### src/rtl/sysctl_port.sv
module sysctl_port #(
  parameter int REFRESH_CYCLES = 15,
  localparam int CW = $clog2(REFRESH_CYCLES + 1)
) (
  input  logic       clk,
  input  logic       rst_n,
  input  logic       wr_en,
  input  logic [7:0] wr_data,
  output logic [7:0] rd_data,
  input  logic       out2,
  output logic       gate0,
  output logic       gate1,
  output logic       gate2,
  output logic       spk_en,
  output logic       spk_out
);

  logic          gate_q, spk_q, refresh_q;
  logic [CW-1:0] div_q;

  always_ff @(posedge clk) begin
    if (!rst_n) begin
      gate_q <= 1'b0;
      spk_q  <= 1'b0;
    end else if (wr_en) begin
      gate_q <= wr_data[0];
      spk_q  <= wr_data[1];
    end
  end

  always_ff @(posedge clk) begin
    if (!rst_n) begin
      div_q     <= '0;
      refresh_q <= 1'b0;
    end else if (div_q == CW'(REFRESH_CYCLES - 1)) begin
      div_q     <= '0;
      refresh_q <= ~refresh_q;
    end else begin
      div_q <= div_q + 1'b1;
    end
  end

  assign gate0   = 1'b1;
  assign gate1   = 1'b1;
  assign gate2   = gate_q;
  assign spk_en  = spk_q;
  assign spk_out = out2 & spk_q;
  assign rd_data = {2'b00, out2, refresh_q, 2'b00, spk_q, gate_q};

endmodule

### config.mk
export PLATFORM = sky130hd
export DESIGN_NAME = sysctl_port
export DESIGN_NICKNAME = d
export VERILOG_FILES = /design/src/rtl/sysctl_port.sv
export SDC_FILE = /design/constraint.sdc
export NUM_CORES = 1
export LEC_CHECK = 0
export CORE_AREA = 8 8 45 47
export DETAILED_ROUTE_END_ITERATION = 7
export DIE_AREA = 0 0 53 55
export PLACE_DENSITY_LB_ADDON = 0.2
export SLEW_MARGIN = 25
export SYNTH_ARGS = -nofsm -noshare
export SYNTH_HDL_FRONTEND = slang
export SYNTH_SLANG_ARGS = --single-unit
### constraint.sdc
create_clock -name clk -period 1.4 [get_ports clk]
set_input_delay 0.28 -clock clk [delete_from_list [all_inputs] [get_ports clk]]
set_output_delay 0.28 -clock clk [all_outputs]
set_load 0.05 [all_outputs]
==> qor.yml <==
status: "finished clean"
cts_buffers: 3
syn_inst: 40
drt_iter0_drc: 2
pwr_density_cell_nw_per_um2: 974.8
synth_top_family_by_area: "buffers and inverters"
hold_path.class: "flop to flop"
critPathCaptureType: "primary output"
yosysMostFrequentCell: "buf_4"
cts.htree.levels: 1
synthMuxAreaShare: 0.05229
fill_cells: 138
crit_path_max_fanout: 2
ys_ff_latch: 7
ir_drop_mv: 0.4904
whs_ns: 0.5019
yosys.area_share.simple: 0.1667
viasPerCell: 4.059
dp_hpwl_um: 588
grt_overflow_total: 0
arrival_ns: 1.06
fmax_mhz: 747.1
drt_wl_total_um: 711
gp_congestion: 0.6665
worst_skew_pair.late_latency_ns: 0.25
cts_tree: "done"
ios: 25
cts_sinks: 7
wl_met1_um: 278
vias: 276
design_area_um2: 575.6
synth_area_leaders: "dfxtp_1 37%, buf_4 20%, ha_1 6.5%, mux2i_1 5.2%, nor3b_1 3.9%"
ant_nets: 0
drc: 0
nNetsFinal: 67
wl_met3_um: 147
path_clk_slew_ns: 0.05
avgSynthCellArea_um2: 9.572
period_needed_ns: 1.339
drt-wirelength-per-cell_um: 10.46
dpl-instance-area_um2: 549.3
areaGrowthSynthToFinish_pct: 50.33
synth-edff-count: 0
leakage_nw: 0.2530
cp-start-kind: "primary input"
portBuffers: 12
cts_resized: 0
slew_viol_final: 0
yosysTopAreaCellShare: 0.3660
ys.flop_type: "dfxtp_1"
setup_viol: 0
die_w_um: 53
fin_tns_setup_ns: 0
synth_xor_area_frac: 0.02288
drtPass1Iterations: 2
num_rows: 14
hold_buffers: 0
coreArea_um2: 1384
critical_path_required_ns: 1.12
async_flop_share: 0
die_area_um2: 2915
highest_layer: "met4"
clk_path_buf_depth: 2
synth_adder_area_share: 0.06536
max_cap_viol_count: 0
wl_met2_um: 277
synth_compound_area_frac: 0.09150
netlist_area_um2: 382.9
drive_gt1_frac: 0.2885
root_buffer: "clkbuf_4"
synthTopCellsByCount: "10 x buf_4, 7 x dfxtp_1"
synth_cell_types: 18
grt_pass1_wl_um: 1055
grt_pass1_vias: 265
post-cts-setup-buffers: 0
hold_viol_final: 0
n_antenna_cell: 0
seq_area_frac_synth: 0.3660
fp.dieH_um: 55
ys_warn_count: 0
finalCritPeriodShare: 0.9561
grt_max_degree: 8
setup.worst_path.class: "primary input to primary output"
fin_skew_ns: 0.004208
antenna_found_initial: 0
initial_utilization: 0.2767
yosys.area.top_type: "dfxtp_1"
rsz0062_at_grt: "no"
grt.total_usage: 0.05301
## registers in the layout (all words and copies together), names as in the netlist
signal and count:
div_q 4, gate2 1, refresh_q 1, spk_en 1
## critical path: stages
cell and delay, ns:
clkdlybuf4s50_1 0.42, and2_2 0.21, buf_12 0.15
## power breakdown
| group | switching, mW | internal (mW) | leakage (nW) |
|---|---|---|---|
| Clock | 0.0750 | 0.109 | 0.0150 |
| Sequential | 0.0105 | 0.210 | 0.0574 |
| Combinational | 0.0913 | 0.0653 | 0.181 |
| Total | 0.177 | 0.384 | 0.253 |
## final cells by class
| type | instances | area [um2] | area share |
|---|---|---|---|
| Inverter | 2 | 7.507 | 0.01304 |
| Timing Repair Buffer | 14 | 205.2 | 0.3565 |
| Tap cell | 16 | 20.02 | 0.03478 |
| Multi-Input combinational cell | 25 | 176.4 | 0.3065 |
| Sequential cell | 7 | 140.1 | 0.2435 |
| Clock buffer | 4 | 26.28 | 0.04565 |
## metrics by stage
| stage | setup WS, ns | power [mW] | instances | utilization |
|---|---|---|---|---|
| final | 0.06141 | 0.5610 | 68 | 0.4159 |
| after global routing | 0.03599 | 0.5898 | 68 | 0.4159 |
| after CTS | 0.05425 | 0.5733 | 68 | 0.4159 |
| after global placement | 0.06505 | 0.3823 | 64 | 0.3969 |
| after detailed placement | 0.06014 | 0.3825 | 64 | 0.3969 |
| after floorplan | 0.07594 | 0.3334 | 44 | - |
## cells by family after synthesis
logic type                 after synthesis
AOI/OAI and AO/OA                        5
muxes                                    2
and+or+nand+nor                          9
adders and majority gates                2
other                                    2
DFF                                      7
buffers and inverters                   12
xor gates and xnor gates                 1
## cell usage in the layout (no fill, tap or decap), drive strengths merged, types with 2 or more instances in the layout
master         instances
mux2i                  2
nor3b                  2
clkbuf                 4
ha                     2
clkdlybuf4s50          5
nor2b                  2
and2                   2
buf                    9
a21boi                 2
conb                   6
inv                    2
dfxtp                  7
## routing by layer
metal | global-route usage | vias up
met5 | 0 | -
met4 | 0.03879 | 0
met3 | 0.04813 | 2
met2 | 0.08203 | 18
met1 | 0.04255 | 118
li1 | - | 138
## path summary, 6_finish.rpt
check             startpoint   endpoint  slack [ns]  depth (start not counted)
setup reg to reg    div_q[0]  refresh_q        0.18                          5
setup / recovery        out2    spk_out        0.06                          3
hold / removal      div_q[0]   div_q[0]        0.50                          1
hold reg to reg     div_q[0]   div_q[0]        0.50                          1
Note: power is estimated with default switching activity, not from simulation.
